## config.mk

```make
export PLATFORM = sky130hd
export DESIGN_NAME = conv_result_buffer
export DESIGN_NICKNAME = d
export VERILOG_FILES = /design/src/rtl/cbuf_pkg.sv /design/src/rtl/cbuf_mem.sv /design/src/rtl/cbuf_ptrs.sv /design/src/rtl/cbuf_trig.sv /design/src/rtl/conv_result_buffer.sv
export SDC_FILE = /design/constraint.sdc
export NUM_CORES = 1
export LEC_CHECK = 0
export ABC_CLOCK_PERIOD_IN_PS = 4400
export BUFFER_PORTS_ARGS = -buffer_cell sky130_fd_sc_hd__buf_2
export CAP_MARGIN = 30
export CORE_ASPECT_RATIO = 0.75
export CORE_UTILIZATION = 55
export CTS_BUF_LIST = sky130_fd_sc_hd__clkbuf_2
export DETAILED_ROUTE_END_ITERATION = 12
export PLACE_DENSITY = 0.73
export RECOVER_POWER = 100
export SLEW_MARGIN = 10
export SYNTH_ARGS = -nofsm -noshare
export SYNTH_HDL_FRONTEND = slang
export SYNTH_HIERARCHICAL = 1
export SYNTH_SLANG_ARGS = --single-unit
```

## constraint.sdc

```tcl
create_clock -name clk -period 4.4 [get_ports clk]
set_input_delay 1.32 -clock clk [delete_from_list [all_inputs] [get_ports clk]]
set_output_delay 1.32 -clock clk [all_outputs]
set_load 0.02 [all_outputs]
```

## src/rtl/cbuf_pkg.sv

```systemverilog
package cbuf_pkg;

    // Collection mode after a trigger has fired
    typedef enum logic {
        CB_CONTINUOUS = 1'b0,
        CB_ONESHOT    = 1'b1
    } cbuf_mode_e;

    // Per-cycle access decisions made at the top level
    typedef struct packed {
        logic wr_fire;    // write accepted into the store
        logic rd_fire;    // read accepted from the store
        logic wr_ovf;     // write refused because the store is full
    } cbuf_acc_t;

endpackage

```

## src/rtl/cbuf_mem.sv

```systemverilog
module cbuf_mem #(
    parameter int DATA_W = 16,
    parameter int DEPTH  = 64,
    localparam int AW    = $clog2(DEPTH)
) (
    input  logic              clk,
    input  logic              rst,
    input  logic              we,
    input  logic [AW-1:0]     waddr,
    input  logic [DATA_W-1:0] wdata,
    input  logic              re,
    input  logic [AW-1:0]     raddr,
    output logic [DATA_W-1:0] rdata
);
    logic [DATA_W-1:0] store_q [DEPTH];

    always_ff @(posedge clk) begin
        if (we) store_q[waddr] <= wdata;
    end

    // Registered read; it sees the old word if the same slot is written now
    always_ff @(posedge clk) begin
        if (rst)     rdata <= '0;
        else if (re) rdata <= store_q[raddr];
    end
endmodule

```

## src/rtl/cbuf_ptrs.sv

```systemverilog
module cbuf_ptrs #(
    parameter int DEPTH = 64,
    localparam int AW   = $clog2(DEPTH),
    localparam int CW   = AW + 1
) (
    input  logic          clk,
    input  logic          rst,
    input  logic          en,
    input  logic          wr_fire,
    input  logic          rd_fire,
    output logic [AW-1:0] wp_q,
    output logic [AW-1:0] rp_q,
    output logic [AW-1:0] rp_nxt,
    output logic [CW-1:0] cnt_q,
    output logic [CW-1:0] cnt_nxt,
    output logic          full,
    output logic          empty
);
    logic [AW-1:0] wp_nxt;

    always_comb begin
        wp_nxt  = wp_q;
        rp_nxt  = rp_q;
        cnt_nxt = cnt_q;
        if (!en) begin
            wp_nxt  = '0;
            rp_nxt  = '0;
            cnt_nxt = '0;
        end else begin
            if (wr_fire) wp_nxt = wp_q + AW'(1);
            if (rd_fire) rp_nxt = rp_q + AW'(1);
            case ({wr_fire, rd_fire})
                2'b10:   cnt_nxt = cnt_q + CW'(1);
                2'b01:   cnt_nxt = cnt_q - CW'(1);
                default: cnt_nxt = cnt_q;
            endcase
        end
    end

    always_ff @(posedge clk) begin
        if (rst) begin
            wp_q  <= '0;
            rp_q  <= '0;
            cnt_q <= '0;
        end else begin
            wp_q  <= wp_nxt;
            rp_q  <= rp_nxt;
            cnt_q <= cnt_nxt;
        end
    end

    assign full  = (cnt_q == CW'(DEPTH));
    assign empty = (cnt_q == '0);


    dis_clear_chk: assert property (@(posedge clk) disable iff (rst)
        !en |=> (wp_q == '0 && rp_q == '0 && cnt_q == '0));

    rw_count_chk: assert property (@(posedge clk) disable iff (rst)
        (en && wr_fire && rd_fire) |=> $stable(cnt_q));
endmodule

```

## src/rtl/cbuf_trig.sv

```systemverilog
module cbuf_trig
    import cbuf_pkg::*;
#(
    parameter int DEPTH = 64,
    localparam int AW   = $clog2(DEPTH),
    localparam int CW   = AW + 1
) (
    input  logic          clk,
    input  logic          rst,
    input  logic          en,
    input  cbuf_mode_e    mode,
    input  logic [CW-1:0] level,
    input  logic          wr_fire,
    input  logic          rd_fire,
    input  logic [CW-1:0] cnt_nxt,
    input  logic [AW-1:0] rp_nxt,
    output logic [AW-1:0] tp_q,
    output logic          irq_q,
    output logic          stop_q
);
    logic hit;

    // The write pointer lands on the trigger pointer exactly when the count rises to the level
    assign hit = en && wr_fire && !rd_fire && (cnt_nxt == level);

    always_ff @(posedge clk) begin
        if (rst) begin
            tp_q   <= level[AW-1:0];
            irq_q  <= 1'b0;
            stop_q <= 1'b0;
        end else begin
            tp_q <= rp_nxt + level[AW-1:0];
            if (!en) begin
                irq_q  <= 1'b0;
                stop_q <= 1'b0;
            end else begin
                if (hit)
                    irq_q <= 1'b1;
                else if (rd_fire && (cnt_nxt < level))
                    irq_q <= 1'b0;
                if (hit && mode == CB_ONESHOT)
                    stop_q <= 1'b1;
            end
        end
    end


    irq_hold_chk: assert property (@(posedge clk) disable iff (rst)
        (en && irq_q && !rd_fire) |=> irq_q);

    trig_fire_chk: assert property (@(posedge clk) disable iff (rst)
        (en && wr_fire && !rd_fire && cnt_nxt == level) |=> irq_q);
endmodule

```

## src/rtl/conv_result_buffer.sv

```systemverilog
module conv_result_buffer
    import cbuf_pkg::*;
#(
    parameter int DATA_W = 16,
    parameter int DEPTH  = 64,
    parameter int STEP   = 4,
    localparam int AW    = $clog2(DEPTH),
    localparam int CW    = AW + 1,
    localparam int LW    = $clog2(DEPTH / STEP)
) (
    input  logic              clk,
    input  logic              rst,
    input  logic              buf_en,
    input  logic              oneshot_mode,
    input  logic [LW-1:0]     trig_code,
    input  logic              wr_valid,
    input  logic [DATA_W-1:0] wr_data,
    input  logic              rd_strobe,
    output logic [DATA_W-1:0] rd_data,
    output logic              irq,
    output logic              full,
    output logic              empty,
    output logic              overflow,
    output logic [AW-1:0]     wr_ptr,
    output logic [AW-1:0]     rd_ptr,
    output logic [AW-1:0]     trig_ptr
);
    cbuf_acc_t     acc;
    cbuf_mode_e    mode;
    logic [CW-1:0] level;
    logic [CW-1:0] cnt_q, cnt_nxt;
    logic [AW-1:0] rp_nxt;
    logic          stopped;
    logic          ovf_q;

    assign mode  = cbuf_mode_e'(oneshot_mode);
    assign level = (CW'(trig_code) + CW'(1)) * CW'(STEP);

    always_comb begin
        acc.rd_fire = buf_en && rd_strobe && !empty;
        acc.wr_fire = buf_en && wr_valid && !stopped && (!full || acc.rd_fire);
        acc.wr_ovf  = buf_en && wr_valid && !stopped && full && !acc.rd_fire;
    end

    cbuf_mem #(.DATA_W(DATA_W), .DEPTH(DEPTH)) u_mem (
        .clk   (clk),
        .rst   (rst),
        .we    (acc.wr_fire),
        .waddr (wr_ptr),
        .wdata (wr_data),
        .re    (acc.rd_fire),
        .raddr (rd_ptr),
        .rdata (rd_data)
    );

    cbuf_ptrs #(.DEPTH(DEPTH)) u_ptrs (
        .clk     (clk),
        .rst     (rst),
        .en      (buf_en),
        .wr_fire (acc.wr_fire),
        .rd_fire (acc.rd_fire),
        .wp_q    (wr_ptr),
        .rp_q    (rd_ptr),
        .rp_nxt  (rp_nxt),
        .cnt_q   (cnt_q),
        .cnt_nxt (cnt_nxt),
        .full    (full),
        .empty   (empty)
    );

    cbuf_trig #(.DEPTH(DEPTH)) u_trig (
        .clk     (clk),
        .rst     (rst),
        .en      (buf_en),
        .mode    (mode),
        .level   (level),
        .wr_fire (acc.wr_fire),
        .rd_fire (acc.rd_fire),
        .cnt_nxt (cnt_nxt),
        .rp_nxt  (rp_nxt),
        .tp_q    (trig_ptr),
        .irq_q   (irq),
        .stop_q  (stopped)
    );

    always_ff @(posedge clk) begin
        if (rst || !buf_en) ovf_q <= 1'b0;
        else if (acc.wr_ovf) ovf_q <= 1'b1;
    end
    assign overflow = ovf_q;


    ovf_sticky_chk: assert property (@(posedge clk) disable iff (rst)
        (buf_en && overflow) |=> overflow);

    full_drop_chk: assert property (@(posedge clk) disable iff (rst)
        (buf_en && full && wr_valid && !rd_strobe) |=> $stable(wr_ptr));

    stop_hold_chk: assert property (@(posedge clk) disable iff (rst)
        (buf_en && stopped) |=> $stable(wr_ptr));

    empty_read_chk: assert property (@(posedge clk) disable iff (rst)
        (buf_en && empty && rd_strobe) |=> ($stable(rd_ptr) && $stable(rd_data)));

    flag_excl_chk: assert property (@(posedge clk) disable iff (rst)
        $onehot0({full, empty}));
endmodule

```

# After elaboration in Yosys (flattened, before gate mapping)
# Memory sizes are Yosys's and may differ from the RTL's. A register that Yosys moved wholly into a read port is not among the register bits.
# Index checks and enable logic that the tools add are counted.
# totals
ff_bits	28
n_memories	1
word_cells	52
out_inout_bits	38
mem_bits_rw	1024
input_bits	26
# mem_list
memory	depth	word_bits	read_ports	rd_ports_with_merged_regs	wr	line	rtl
u_mem.store_q	64	16	1	1	1	cbuf_mem.sv:15	logic [DATA_W-1:0] store_q [DEPTH];
# op_classes
n_eq_ne	4
order_cmp	1
addsub	6
mux	9
n_reduce_logical	22
n_bitwise	1
# op_table
cell	count
2-to-1 mux 6 bit	3
case mux 7 bit (2 select lines)	1
adder 6 x 1 -> 6 bit (second input constant)	2
logical AND 1 bit	12
adder 7 x 1 -> 7 bit (second input constant)	1
equality test 7 bit	1
equality test 7 bit (second input constant)	1
zero test 7 bit	1
< comparator 7 bit	1
2-to-1 mux 7 bit	1
subtractor 7 x 1 -> 7 bit (second input constant)	1
adder 6 bit	1
adder 4 x 1 -> 5 bit (second input constant)	1
zero test 1 bit	5
2-to-1 mux 1 bit	4
equality test 2 x 1 -> 1 bit (second input constant)	1
equality test 2 bit (second input constant)	1
logical OR 1 bit	2
nonzero test 2 bit	1
OR reduction 2 bit	1
inverter 1 bit	1

# Longest topological paths before layout
# Gate-level depths: netlist of the first run.
# depth
ltp_word	12
depth_mapped	23
depth_no_buf	20

# Hierarchy
# Netlist of the first run, hierarchy kept.
# modules_own_cells
mod	area_each_um2	cells_each	seq_area_each_um2	instances
cbuf_mem	40146.0	2036	31069.8	1
cbuf_ptrs	1183.6	139	380.4	1
cbuf_trig	650.6	75	160.2	1
conv_result_buffer	123.9	15	20.0	1

# Least setup slack after synthesis of the first run
# Ideal clock, no wire load.
# synth_path
path_type	in2reg
from	in rd_strobe
to	reg u_trig.irq_q
setup_time_ps	92
path_slack_ps	-320
path_stages	18
t_arrival_ps	4628
required_ps	4308
n_path_buf	2
cell_sequence	nand3b_1 a21oi_1 clkbuf_1 inv_1 ha_1 buf_2 xor2_1 ha_1 or3b_1 a211o_1 o2111ai_2 xor2_1 nor2b_1 ha_1 nand3_1 nor3_1 a21oi_1 o32ai_1
# synth_lines
element	line	rtl
start: declaration	conv_result_buffer.sv:18	input logic rd_strobe,
end signal: assignment	cbuf_trig.sv:29	irq_q <= 1'b0;
end signal: assignment	cbuf_trig.sv:34	irq_q <= 1'b0;
end signal: assignment	cbuf_trig.sv:38	irq_q <= 1'b1;
end: declaration	cbuf_trig.sv:18	output logic irq_q,

==> impl_metrics.py, run 1 <==
metrics = {
    "run_status": {
        "status": "finished with violations",
        "violations": "max-capacitance violations, max-slew violations",
    },
    "worst_setup_path": {
        "max_stage_delay_ps": 980,
        "crit_buf_inv": 2,
        "worstPathCellList": "nor3_1 > nand2_1 > nor2_1 > nand3b_1 > a21oi_1 > clkbuf_1 > nor2b_1 > nand2_1 > nor2_1 > clkbuf_1",
        "r2r_start": "u_ptrs/cnt_q[2]$_SDFF_PP0_",
        "cp_num_cells": 10,
        "critical_path.endpoint_type": "register",
        "r2r_cells": 10,
        "startpoint_type": "register",
        "crit_family": "buffers and inverters",
        "crit_arrival_ps": 5200,
        "cp_slowest_cell": "clkbuf_1",
        "r2r_slack_ps": 260,
        "worstPathRequired_ps": 5460,
        "cp-endpoint": "u_mem/store_q[60][15]$_DFFE_PP_",
        "startpoint": "u_ptrs/cnt_q[2]$_SDFF_PP0_",
        "rr_endpoint": "u_mem/store_q[60][15]$_DFFE_PP_",
        "crit_fanout": 16,
        "crit_type": "reg2reg",
    },
    "yosys": {
        "yosysTopAreaCellShare_pct": 73.03,
        "syn_area_per_cell_um2": 18.59,
        "syn_area_um2": 42100,
        "yosys_register_bits": 1068,
        "synth_area_leaders": "edfxtp_1, mux4_2, mux2_2, dfxtp_1, nor2b_1",
        "netlist_instances": 2265,
        "synth_flop_cell": "edfxtp_1",
        "async_flop_share_pct": 0,
        "yosys.area.top_type": "edfxtp_1",
        "yosys_warnings": 6,
        "ys_seq_area_share_pct": 75.12,
        "synth_edf_count": 1024,
        "yosys.cell_types.count": 59,
    },
    "global_route": {
        "grt_pass1_vias": 23080,
        "grt-ovfl-total": 0,
        "grtUsageTotal_pct": 27.00,
        "grt_max_degree": 76,
        "antenna_found_initial": 6,
        "grt_pass1_wl_um": 150600,
    },
    "power": {
        "fin_total_pwr_w": 0.01740,
        "max-vdd-ir-drop_uv": 263.3,
        "p_leak_nw": 14.46,
        "p_per_area_nw_per_um2": 378.8,
    },
    "cells_and_area": {
        "fin_nets": 2620,
        "regArea_um2": 31640,
        "layoutNonFillerInstCount": 3778,
        "final_cell_mix": "edfxtp_1, clkbuf_2, mux2_2",
        "nFillCells": 5570,
        "drive_above_1_share_pct": 28.47,
        "syn_to_final_growth_pct": 9.084,
        "layout_commonest_cell": "edfxtp_1",
        "multi_input_area_um2": 9801,
        "fin_util_pct": 60.88,
    },
    "timing": {
        "skew_ps": 98.53,
        "period_share_pct": 94.16,
        "worstMarginPinSlew_ps": 3684,
        "rsz0062_at_grt": "no",
        "fin_ws_ps": 257.0,
        "setup_violations": 0,
        "finalHoldViolCount": 0,
        "timing.fmax_mhz": 241.4,
        "slew_viol_final": 734,
        "tns_ps": 0,
        "slew-limit-headroom_pct": -145.6,
        "finalCriticalPeriod_ps": 4143,
    },
    "clocking": {
        "htree_levels": 4,
        "cts_tree": "yes",
        "clkTransAtPathRegs_ps": 120,
        "cts_buffers": 229,
        "clkSinkCount": 1068,
        "insertion_delay_ps": 1480,
        "root_buffer": "clkbuf_2",
        "clockBufferDepth": 3,
    },
    "routing": {
        "routed_wl_um": 104000,
        "routed_via_density": 6.231,
        "drc": 0,
        "drt_first_pass_iters": 5,
        "post_drt_wl_per_cell_um": 27.54,
        "drtIter0Drc": 3265,
        "antenna_left": 0,
        "num_vias": 23540,
    },
    "floorplanning": {
        "fp.coreArea_um2": 75440,
        "die_area_um2": 77680,
        "std_cell_rows": 87,
        "initial_core_util_pct": 55.81,
        "dieHeight_um": 241.6,
        "die_x_um": 321.5,
        "ios": 64,
    },
    "flow_run": {
        "maxCapViolations": 18,
    },
    "place": {
        "post-place-ws_ps": 72.47,
        "hpwl_um": 62570,
        "placedCellCount": 3361,
        "place.gp.congestion": 0.9204,
        "io_buffers": 63,
    },
    "hold_path": {
        "holdCritPathClass": "in2reg",
    },
}
synthesized netlist by cell type, types with 3 or more instances:
library cell  number
mux2_2           193
xor2_1            13
buf_1             12
o22ai_1           64
mux4_2           128
o31ai_1           32
xnor2_1            8
a211oi_1          64
a22o_1            32
o221ai_1          16
inv_1             14
buf_6             11
a211o_1            5
dfxtp_1           44
a22oi_1           32
nand2b_1           7
buf_2             41
nand2_1           22
or3b_2            18
nand3_1            7
a21o_1             4
nor2b_1           85
nand3b_1          10
nand4_1            9
nor3_1            69
buf_4              5
o21ai_0           72
and2_1             3
nor2_1            88
a21oi_1           10
and3_1             3
nor4b_1            3
edfxtp_1        1024
mux2i_1            5
ha_1              18
clkbuf_1          66
per-layer routing:
layer	share of wire [%]	up-vias	GRT usage [%]
li1	-	9960	-
met1	42	12000	40.56
met2	44	1422	38.46
met3	12	151	7.755
met4	1.9	6	8.305
met5	0.040	-	0
flip-flops by register name, summed over array words and instances (netlist names):
| register | cells |
|---|---|
| u_mem/store_q | 1024 |
| u_mem/rdata | 16 |
| u_ptrs/cnt_q | 7 |
| u_ptrs/rp_q | 6 |
| u_ptrs/wp_q | 6 |
| u_trig/tp_q | 6 |
| overflow | 1 |
| u_trig/irq_q | 1 |
| u_trig/stop_q | 1 |
stage by stage:
stage | hold slack (ps) | area [um2]
2_1_floorplan | 442.2 | 42140
3_3_place_gp | 493.4 | 44250
3_5_place_dp | 460.5 | 44340
4_1_cts | 127.8 | 46400
5_1_grt | 162.5 | 45930
6_report | 286.6 | 45930
cells by family (layout without fill, tap and decap cells):
kind of cell	count (synthesis)	after routing	synth area share (%)
flops	1068	1068	75.12
compound gates	340	340	5.587
simple gates	340	340	4.407
mux	327	327	12.16
buf+inv	149	629	1.691
xor+xnor	21	21	0.4368
fa+ha+maj	19	19	0.5825
other cells	1	11	0.008906
worst min-delay path by stage:
stage | to | cells past startpoint | startpoint | slack, ps
floorplan | u_trig/stop_q$_SDFFE_PP0P_ | 2 | u_trig/stop_q$_SDFFE_PP0P_ | 440
global placement | overflow$_SDFFE_PP0P_ | 1 | overflow$_SDFFE_PP0P_ | 490
detailed placement | overflow$_SDFFE_PP0P_ | 1 | overflow$_SDFFE_PP0P_ | 460
CTS | u_mem/store_q[27][13]$_DFFE_PP_ | 1 | wr_data[13] | 130
global route | u_mem/store_q[44][0]$_DFFE_PP_ | 1 | wr_data[0] | 160
finish | u_trig/tp_q[5]$_DFF_P_ | 4 | trig_code[3] | 290
area by class of cell:
cell class / instances / share of cell area, %
diodes: 5 / 0.02724
clock buffers: 353 / 3.847
flip-flops and latches: 1068 / 68.88
multi-input cells: 1053 / 21.34
clock inverters: 53 / 0.5694
repair buffers: 209 / 2.433
well taps: 1023 / 2.787
inverters: 14 / 0.1144
worst register-to-register path, cell delays in order (launching register included):
cell      delay [ps]
dfxtp_1          560
nor3_1           150
nand2_1           90
nor2_1            50
nand3b_1         180
a21oi_1          180
clkbuf_1         570
nor2b_1          360
nand2_1          420
nor2_1           220
clkbuf_1         980
power by group:
part / switching (W) / total, W / internal, W / leakage, nW
Combinational: 0.000287 / 0.000354 / 0.0000671 / 3.31
Sequential: 0.0000113 / 0.0112 / 0.0111 / 9.56
Clock: 0.00371 / 0.00589 / 0.00218 / 1.59
what timing repair did:
action,CTS,global route
hold endpoints to repair,1,0
setup buffers,1,0
endpoints found under the setup margin,1,0
hold buffers,1,0
resized for setup,1,0
(Power assumes the default switching activity.)
==> run 2, diff against run 1 <==
Settings changed: CORE_ASPECT_RATIO 0.75 to default.
==> impl_metrics.py, run 2 (synthesized netlist as in run 1, its figures left out) <==
metrics = {
    "run_status": {
        "violations": "max-capacitance violations, max-slew violations",
        "status": "finished with violations",
    },
    "clocking": {
        "holdBufCountCts": 1,
        "clkTransAtPathRegs_ps": 110,
        "insertion_delay_ps": 1410,
        "cts_tree": "yes",
        "cts_buffers": 279,
        "htree_levels": 5,
        "root_buffer": "clkbuf_2",
        "cts_setup_buffers": 0,
        "postCtsResizedCells": 0,
        "clkSinkCount": 1068,
        "clockBufferDepth": 4,
    },
    "cells_and_area": {
        "syn_to_final_growth_pct": 9.284,
        "fin_nets": 2663,
        "layoutNonFillerInstCount": 3757,
        "fin_util_pct": 60.68,
        "largest_reg_flops": 1024,
        "top_regs": "u_mem/store_q x1024, u_mem/rdata x16, u_ptrs/cnt_q x7",
        "drive_above_1_share_pct": 29.42,
        "layout_commonest_cell": "edfxtp_1",
        "regMostFlops": "u_mem/store_q",
        "final_cell_mix": "edfxtp_1, clkbuf_2, mux2_2",
    },
    "place": {
        "hpwl_um": 61460,
        "io_buffers": 63,
        "placedCellCount": 3311,
        "place.gp.congestion": 0.9283,
    },
    "floorplanning": {
        "dieHeight_um": 278.7,
        "die_x_um": 278.7,
        "std_cell_rows": 101,
        "die_area_um2": 77660,
        "ios": 64,
        "fp.coreArea_um2": 75820,
        "initial_core_util_pct": 55.53,
    },
    "power": {
        "combPwrFrac_pct": 2.0,
        "max-vdd-ir-drop_uv": 183.6,
        "p_leak_nw": 14.63,
        "p_per_area_nw_per_um2": 387.6,
        "fin_total_pwr_w": 0.01783,
        "switching_share_pct": 22.57,
        "p_int_w": 0.01381,
        "sequentialPowerShare_pct": 62.5,
        "clock_power_share_pct": 35.5,
        "p_sw_w": 0.004026,
    },
    "timing": {
        "finalHoldViolCount": 0,
        "tns_ps": 0,
        "period_share_pct": 95.17,
        "setup_violations": 0,
        "skew_ps": 176.8,
        "rsz0062_at_grt": "no",
        "worstMarginPinSlew_ps": 2314,
        "finalCriticalPeriod_ps": 4188,
        "timing.fmax_mhz": 238.8,
        "slew_viol_final": 663,
        "slew-limit-headroom_pct": -54.29,
    },
    "worst_setup_path": {
        "crit_type": "reg2reg",
        "crit_fanout": 14,
        "startpoint": "u_ptrs/cnt_q[2]$_SDFF_PP0_",
        "crit_arrival_ps": 5080,
        "r2r_slack_ps": 210,
        "r2r_start": "u_ptrs/cnt_q[2]$_SDFF_PP0_",
        "cp-endpoint": "u_mem/store_q[35][3]$_DFFE_PP_",
        "rr_endpoint": "u_mem/store_q[35][3]$_DFFE_PP_",
        "worstPathRequired_ps": 5300,
        "critical_path.endpoint_type": "register",
        "startpoint_type": "register",
        "r2r_cells": 9,
    },
    "routing": {
        "post_drt_wl_per_cell_um": 26.78,
        "routed_wl_um": 100600,
        "antenna_left": 0,
        "drc": 0,
        "drt_first_pass_iters": 5,
        "drtIter0Drc": 2553,
        "routed_via_density": 6.230,
        "num_vias": 23410,
    },
    "hold_path": {
        "holdCritPathClass": "in2reg",
    },
    "global_route": {
        "grt_pass1_vias": 23250,
        "grt-ovfl-total": 0,
        "antenna_found_initial": 7,
        "grt_max_degree": 81,
        "grtUsageTotal_pct": 26.14,
        "grt_pass1_wl_um": 147000,
    },
    "flow_run": {
        "maxCapViolations": 19,
    },
}
[run 2: critical path, cell delays in order, from the launching register on]
cell and delay (ps):
dfxtp_1 540, nor3_1 130, nand2_1 80, nor2_1 60, nand3b_1 200, a21oi_1 210, clkbuf_1 640, nand3_1 620
nor2_1 430, clkbuf_1 750
[run 2: cell type report]
cell class / instances / area, um2
clock buffers: 383 / 1917
fillers: 5637 / 29810
inverters: 14 / 52.55
clock inverters: 57 / 356.6
flip-flops and latches: 1068 / 31640
repair buffers: 202 / 1028
multi-input cells: 1053 / 9792
diodes: 2 / 5.005
well taps: 978 / 1224
[run 2: how the worst min path moves through the flow]
stage	start	to	slack (ps)	cells past startpoint
floorplan	u_trig/stop_q$_SDFFE_PP0P_	u_trig/stop_q$_SDFFE_PP0P_	440	2
global placement	overflow$_SDFFE_PP0P_	overflow$_SDFFE_PP0P_	460	1
detailed placement	u_trig/stop_q$_SDFFE_PP0P_	u_trig/stop_q$_SDFFE_PP0P_	480	2
CTS	wr_data[6]	u_mem/store_q[60][6]$_DFFE_PP_	120	1
global route	trig_code[2]	u_trig/tp_q[4]$_DFF_P_	270	4
finish	trig_code[0]	u_trig/tp_q[2]$_DFF_P_	320	4
[run 2: power groups by stage]
stage,combinational (W),clock (W),sequential (W)
finish,0.000358,0.00633,0.0111
global placement,0.000353,0,0.0114
floorplan,0.0000948,0,0.0114
global route,0.000378,0.00700,0.0111
CTS,0.000375,0.00649,0.0111
detailed placement,0.000374,0,0.0114
[run 2: metrics by stage]
step | hold slack, ps | area, um2 | worst slack, ps
CTS | 117.7 | 46460 | 155.8
detailed placement | 475.9 | 44180 | 86.55
global placement | 457.9 | 44110 | 152.8
global route | 271.9 | 46010 | 72.81
floorplan | 442.2 | 42140 | 18.85
finish | 323.0 | 46010 | 212.5
[run 2: routing by layer]
metal,share of wire (%),GRT usage (%),vias to the layer above
met5,0.019,0,-
li1,-,-,10020
met2,47,39.54,1262
met4,2.7,9.411,4
met3,10,6.861,182
met1,40,36.97,11940
